<file path="src/rtl/mog_pkg.sv">
package mog_pkg;
  typedef enum logic {
    SRC_CPU = 1'b0,
    SRC_FAB = 1'b1
  } src_e;

  localparam int WORD_BYTES_LOG2 = 2;
endpackage

</file>
<file path="src/rtl/mog_reorder.sv">
module mog_reorder #(
  parameter int SEQ_W  = 4,
  parameter int ADDR_W = 32,
  parameter int DATA_W = 32
) (
  input  logic              clk,
  input  logic              rst_n,
  input  logic              clr,
  input  logic              in_valid,
  output logic              in_ready,
  input  logic [SEQ_W-1:0]  in_seq,
  input  logic [ADDR_W-1:0] in_addr,
  input  logic              in_we,
  input  logic [DATA_W-1:0] in_wdata,
  output logic              out_valid,
  output logic [SEQ_W-1:0]  out_seq,
  output logic [ADDR_W-1:0] out_addr,
  output logic              out_we,
  output logic [DATA_W-1:0] out_wdata,
  input  logic              pop
);
  localparam int SLOTS = 1 << SEQ_W;

  logic [SLOTS-1:0]  occ_q;
  logic [SEQ_W-1:0]  exp_q;
  logic [ADDR_W-1:0] addr_q  [SLOTS];
  logic              we_q    [SLOTS];
  logic [DATA_W-1:0] wdata_q [SLOTS];
  logic              take;

  assign in_ready  = !occ_q[in_seq];
  assign take      = in_valid && in_ready && !clr;
  assign out_valid = occ_q[exp_q];
  assign out_seq   = exp_q;
  assign out_addr  = addr_q[exp_q];
  assign out_we    = we_q[exp_q];
  assign out_wdata = wdata_q[exp_q];

  always_ff @(posedge clk) begin
    if (!rst_n) begin
      occ_q <= '0;
      exp_q <= '0;
    end else if (clr) begin
      occ_q <= '0;
      exp_q <= '0;
    end else begin
      if (take) occ_q[in_seq] <= 1'b1;
      if (pop && occ_q[exp_q]) begin
        occ_q[exp_q] <= 1'b0;
        exp_q        <= exp_q + 1'b1;
      end
    end
  end

  always_ff @(posedge clk) begin
    if (take) begin
      addr_q[in_seq]  <= in_addr;
      we_q[in_seq]    <= in_we;
      wdata_q[in_seq] <= in_wdata;
    end
  end
endmodule

</file>
<file path="src/rtl/mog_addr_table.sv">
module mog_addr_table #(
  parameter int WORD_W = 30,
  parameter int DEPTH  = 8
) (
  input  logic              clk,
  input  logic              rst_n,
  input  logic              clr,
  input  logic              rec_en,
  input  logic [WORD_W-1:0] rec_word,
  input  logic [WORD_W-1:0] q_word,
  output logic              q_hit,
  output logic              ovf
);
  localparam int CNT_W = $clog2(DEPTH + 1);
  localparam int IDX_W = (DEPTH > 1) ? $clog2(DEPTH) : 1;

  logic [WORD_W-1:0] ent_q [DEPTH];
  logic [DEPTH-1:0]  vld_q;
  logic [CNT_W-1:0]  cnt_q;
  logic              ovf_q;
  logic [DEPTH-1:0]  q_match, r_match;
  logic              is_new, full, wr_en;
  logic [IDX_W-1:0]  wr_idx;

  for (genvar i = 0; i < DEPTH; i++) begin : g_cmp
    assign q_match[i] = vld_q[i] && (ent_q[i] == q_word);
    assign r_match[i] = vld_q[i] && (ent_q[i] == rec_word);
  end

  assign q_hit  = |q_match;
  assign ovf    = ovf_q;
  assign is_new = rec_en && !(|r_match);
  assign full   = (cnt_q == CNT_W'(DEPTH));
  assign wr_en  = is_new && !full && !clr;
  assign wr_idx = cnt_q[IDX_W-1:0];

  always_ff @(posedge clk) begin
    if (!rst_n || clr) begin
      vld_q <= '0;
      cnt_q <= '0;
      ovf_q <= 1'b0;
    end else if (is_new) begin
      if (full) begin
        ovf_q <= 1'b1;
      end else begin
        vld_q[wr_idx] <= 1'b1;
        cnt_q         <= cnt_q + 1'b1;
      end
    end
  end

  always_ff @(posedge clk) begin
    if (wr_en) ent_q[wr_idx] <= rec_word;
  end
endmodule

</file>
<file path="src/rtl/mog_arbiter.sv">
module mog_arbiter (
  input  logic clk,
  input  logic rst_n,
  input  logic fab_cand,
  input  logic cpu_valid,
  input  logic cpu_conflict,
  input  logic mem_ready,
  output logic grant_fab,
  output logic grant_cpu
);
  logic cpu_lock_q;

  assign grant_cpu = cpu_valid && (cpu_lock_q || (!fab_cand && !cpu_conflict));
  assign grant_fab = fab_cand && !cpu_lock_q;

  always_ff @(posedge clk) begin
    if (!rst_n) cpu_lock_q <= 1'b0;
    else        cpu_lock_q <= grant_cpu && !mem_ready;
  end
endmodule

</file>
<file path="src/rtl/mem_order_gate.sv">
module mem_order_gate #(
  parameter int ADDR_W    = 32,
  parameter int DATA_W    = 32,
  parameter int SEQ_W     = 4,
  parameter int TBL_DEPTH = 8
) (
  input  logic              clk,
  input  logic              rst_n,
  input  logic              fab_start,
  input  logic              fab_done,
  input  logic              fab_addr_unknown,
  input  logic              cpu_req_valid,
  output logic              cpu_req_ready,
  input  logic [ADDR_W-1:0] cpu_req_addr,
  input  logic              cpu_req_we,
  input  logic [DATA_W-1:0] cpu_req_wdata,
  input  logic              fab_req_valid,
  output logic              fab_req_ready,
  input  logic [SEQ_W-1:0]  fab_req_seq,
  input  logic [ADDR_W-1:0] fab_req_addr,
  input  logic              fab_req_we,
  input  logic [DATA_W-1:0] fab_req_wdata,
  output logic              mem_valid,
  input  logic              mem_ready,
  output logic [ADDR_W-1:0] mem_addr,
  output logic              mem_we,
  output logic [DATA_W-1:0] mem_wdata,
  output logic              mem_src,
  output logic [SEQ_W-1:0]  mem_seq
);
  import mog_pkg::*;

  localparam int WB     = WORD_BYTES_LOG2;
  localparam int WORD_W = ADDR_W - WB;

  logic              busy_q;
  logic              fab_acc, in_hit, tbl_hit, tbl_ovf, conflict;
  logic              rob_valid, rob_we, grant_fab, grant_cpu;
  logic [SEQ_W-1:0]  rob_seq;
  logic [ADDR_W-1:0] rob_addr;
  logic [DATA_W-1:0] rob_wdata;
  logic [WORD_W-1:0] cpu_word, fab_word;

  assign cpu_word = cpu_req_addr[ADDR_W-1:WB];
  assign fab_word = fab_req_addr[ADDR_W-1:WB];

  always_ff @(posedge clk) begin
    if (!rst_n || fab_done) busy_q <= 1'b0;
    else if (fab_start)     busy_q <= 1'b1;
  end

  mog_reorder #(.SEQ_W(SEQ_W), .ADDR_W(ADDR_W), .DATA_W(DATA_W)) u_rob (
    .clk, .rst_n, .clr(fab_done),
    .in_valid(fab_req_valid), .in_ready(fab_req_ready), .in_seq(fab_req_seq),
    .in_addr(fab_req_addr), .in_we(fab_req_we), .in_wdata(fab_req_wdata),
    .out_valid(rob_valid), .out_seq(rob_seq), .out_addr(rob_addr),
    .out_we(rob_we), .out_wdata(rob_wdata), .pop(grant_fab && mem_ready)
  );

  assign fab_acc = fab_req_valid && fab_req_ready;
  assign in_hit  = fab_acc && (fab_word == cpu_word);

  mog_addr_table #(.WORD_W(WORD_W), .DEPTH(TBL_DEPTH)) u_tbl (
    .clk, .rst_n, .clr(fab_done),
    .rec_en(fab_acc), .rec_word(fab_word),
    .q_word(cpu_word), .q_hit(tbl_hit), .ovf(tbl_ovf)
  );

  assign conflict = busy_q && (fab_addr_unknown || tbl_ovf || tbl_hit || in_hit);

  mog_arbiter u_arb (
    .clk, .rst_n, .fab_cand(rob_valid), .cpu_valid(cpu_req_valid),
    .cpu_conflict(conflict), .mem_ready,
    .grant_fab, .grant_cpu
  );

  assign cpu_req_ready = grant_cpu && mem_ready;
  assign mem_valid     = grant_fab || grant_cpu;

  always_comb begin
    if (grant_fab) begin
      mem_addr  = rob_addr;
      mem_we    = rob_we;
      mem_wdata = rob_wdata;
      mem_src   = SRC_FAB;
      mem_seq   = rob_seq;
    end else begin
      mem_addr  = cpu_req_addr;
      mem_we    = cpu_req_we;
      mem_wdata = cpu_req_wdata;
      mem_src   = SRC_CPU;
      mem_seq   = '0;
    end
  end
endmodule

</file>
<file path="config.mk">
export PLATFORM = sky130hd
export DESIGN_NAME = mem_order_gate
export DESIGN_NICKNAME = d
export VERILOG_FILES = /design/src/rtl/mog_pkg.sv /design/src/rtl/mog_reorder.sv /design/src/rtl/mog_addr_table.sv /design/src/rtl/mog_arbiter.sv /design/src/rtl/mem_order_gate.sv
export SDC_FILE = /design/constraint.sdc
export NUM_CORES = 1
export LEC_CHECK = 0
export ABC_CLOCK_PERIOD_IN_PS = 18000
export BUFFER_PORTS_ARGS = -buffer_cell sky130_fd_sc_hd__clkbuf_2
export CELL_PAD_IN_SITES_DETAIL_PLACEMENT = 1
export CELL_PAD_IN_SITES_GLOBAL_PLACEMENT = 2
export CORE_MARGIN = 2
export CORE_UTILIZATION = 50
export CTS_CLUSTER_SIZE = 10
export DETAILED_ROUTE_END_ITERATION = 10
export PLACE_DENSITY = 0.84
export SYNTH_ARGS = -nofsm -noshare
export SYNTH_HDL_FRONTEND = slang
export SYNTH_SLANG_ARGS = --single-unit
</file>
<file path="constraint.sdc">
create_clock -name clk -period 18 [get_ports clk]
set_clock_uncertainty 0.2 [all_clocks]
set_input_delay 1.8 -clock clk [delete_from_list [all_inputs] [get_ports clk]]
set_output_delay 1.8 -clock clk [all_outputs]
set_load 0.01 [all_outputs]
</file>
==> impl_metrics.ini <==
[cts]
clock_path_buffers = 3
clock_latency_ns = 0.77
clk_pin_slew_worst_paths_ns = 0.06
cts_hold_buf = 0
numCtsBuffers = 151
htree_levels = 4
cts_tree = done
post_cts_buffers = 0
cts_sinks = 1319
cts_root_buffer = clkbuf_16
cts_resized = 0

[setup_path]
cp-start-kind = flip-flop
cp_slowest_cell = dfxtp_4
required_ns = 16.00
cp_num_buf_inv = 3
critPathKind = flip-flop to output port
worstPathArrival_ns = 5.31
path_cells = buf_4 > buf_4 > mux4_2 > mux4_2 > mux2_2 > clkbuf_2
max_stage_delay_ns = 1.04
crit_family = buffers and inverters
critPathCaptureType = output port
path_max_fanout = 53

[route]
via_count = 28882
viasPerCell = 6.47
first_pass_iters = 6
drt_iter0_drc = 2964
drt-wirelength-per-cell_um = 35.1
wirelength_um = 156000
drc = 0
ant_nets = 0

[finish]
drive_gt1_share_pct = 29.8
n_antenna_cell = 0
fin_nets = 3157
area_growth_pct = 13.1
layoutNonFillerInstCount = 4461
design_area_sq_um = 61800

[synth]
syn_area_per_cell_sq_um = 20.2
synth_ff_type = edfxtp_1
ys_types = 47
ys_seq_area_share_pct = 71.7
synth_edf_count = 1280
ys_ff_latch = 1319
syn-num-nets = 2860
yosys_warnings = 0
netlist_instances = 2712
synthesis.area_sq_um = 54700
synth-async-reset-ratio_pct = 0

[placement]
dpl.cell_count = 4270
placed_area_sq_um = 57700
numPortBuffers = 214
dp_hpwl_um = 89300
gp_congestion = 0.915

[global_route]
antenna_found_initial = 8
grt_pass1_vias = 31045
grt_overflow_total = 0
track_usage_pct = 28.3
grt_pass1_wl_um = 224000
grt_max_degree = 155

[timing]
post-route-period-util_pct = 40.6
final_max_slew_viol_count = 0
setup_violations = 0
clock.fmax_ghz = 0.137
timing.final.hold_violations = 0
finalSetupTns_ns = 0
rsz0062_at_grt = no
worst_pin_slew_ns = 1.20
max_slew_margin_pct = 19.7
fin_crit_ns = 7.31
holdWs_ns = 0.281

[die]
die_h_um = 335
die_width_um = 335
coreArea_sq_um = 109000
floorplan.initialDensity_pct = 50.3
rows = 121
die-area_sq_um = 112000
ios = 215

[power_and_ir_drop]
p_leak_nw = 18.8
p_int_mw = 5.00
p_per_area_nw_per_um2 = 103
combPwrFrac_pct = 4.1
vdd_drop_max_mv = 0.0834
p_switching_mw = 1.36
netSwitchingFraction_pct = 21.3
pwr-share-clk_pct = 42.2
power.share.sequential_pct = 53.7

[min_path]
hold_path.class = flip-flop to flip-flop

[outcome]
status = finished, final reports clean

[run]
maxCapViolations = 0
[layout make-up]
type | instances | area, sq um
flip-flops and latches | 1319 | 39200
fillers | 9326 | 46900
clock inverters | 15 | 225
well taps | 1414 | 1770
clock buffers | 176 | 3890
multi-input cells | 1230 | 15000
repair buffers | 294 | 1700
inverters | 13 | 48.8
[layout by cell type, fill, tap and decap left out, drive strengths merged, types with 2 or more instances in the layout]
cell    instances
edfxtp       1280
xnor2         427
clkbuf        390
mux4          334
nand4         111
xor2           86
buf            80
mux2           66
nor4           48
dfxtp          39
nor2           27
nand2          25
inv            19
nand3          17
nor3           17
o221a          16
clkinv          9
o21ai           8
ha              6
nand2b          6
or4             6
a22oi           5
mux2i           3
a211oi          3
a21oi           3
or3             2
nand3b          2
o31ai           2
[cell usage after synthesis (14+ instances only)]
cell      count  area [sq um]
nand3_1      17          85.1
nor3_1       14          70.1
buf_2        40           200
clkbuf_1     91           342
xor2_1       86           753
buf_1        17          63.8
nor2_1       27           101
o221a_2      16           180
mux4_2      334          7520
nand4_1     110           688
mux2_2       65           732
nand2_1      25          93.8
xnor2_1     427          3740
nor4_1       47           294
dfxtp_1      39           781
edfxtp_1   1280         38400
[registers in the layout (all words and copies together), names as in the netlist, named ones only]
name / cells
u_tbl.cnt_q: 4
u_rob.occ_q: 16
u_rob.addr_q: 512
u_arb.cpu_lock_q: 1
u_rob.wdata_q: 512
busy_q: 1
u_tbl.vld_q: 8
u_tbl.ovf: 1
u_rob.out_seq: 4
u_tbl.ent_q: 240
u_rob.we_q: 16
[power by group through the flow]
stage | Sequential (mW) | Combinational, mW | Clock, mW
floorplan | 3.47 | 0.123 | 0
global route | 3.42 | 0.275 | 2.82
detailed placement | 3.48 | 0.259 | 0
global placement | 3.47 | 0.249 | 0
finish | 3.42 | 0.261 | 2.69
CTS | 3.41 | 0.260 | 2.72
[path summary, 6_finish.rpt]
check | from | to | slack, ns | cells after the start
worst max-delay path | flip-flop | mem_wdata[18] | 10.69 | 6
worst min-delay path | u_tbl.cnt_q[3] | u_tbl.cnt_q[3] | 0.28 | 2
worst max register to register | u_rob.occ_q[12] | u_rob.addr_q[6][13] | 13.75 | 7
worst min register to register | u_tbl.cnt_q[3] | u_tbl.cnt_q[3] | 0.28 | 2
[cell families after synthesis]
| family | count (synthesis) | synth area share (%) |
|---|---|---|
| simple gates | 266 | 2.83 |
| compound gates | 42 | 0.684 |
| mux | 403 | 15.2 |
| fa+ha+maj | 6 | 0.137 |
| flops | 1319 | 71.7 |
| xor+xnor | 513 | 8.22 |
| buf+inv | 163 | 1.24 |
[tightest hold or removal path: stages (launching register included)]
cell and delay [ns]:
dfxtp_1 0.32, nand2_1 0.05, mux2i_1 0.06
[metal layers]
layer	vias up	global-route usage, %	part of all wire, %
met5	-	0	0.038
met4	10	12.5	4.3
met3	407	5.01	7.3
met2	1498	47.1	50
met1	15466	36.9	39
li1	11501	-	-
[stage by stage]
step | setup slack (ns) | utilization, % | total power [mW]
2_1_floorplan | 9.36 | - | 3.60
3_3_place_gp | 11.29 | 53.1 | 3.72
3_5_place_dp | 11.30 | 53.1 | 3.74
4_1_cts | 10.46 | 56.9 | 6.40
5_1_grt | 10.21 | 56.9 | 6.51
6_report | 10.69 | 56.9 | 6.36
Note: power is estimated with default switching activity, not from simulation.
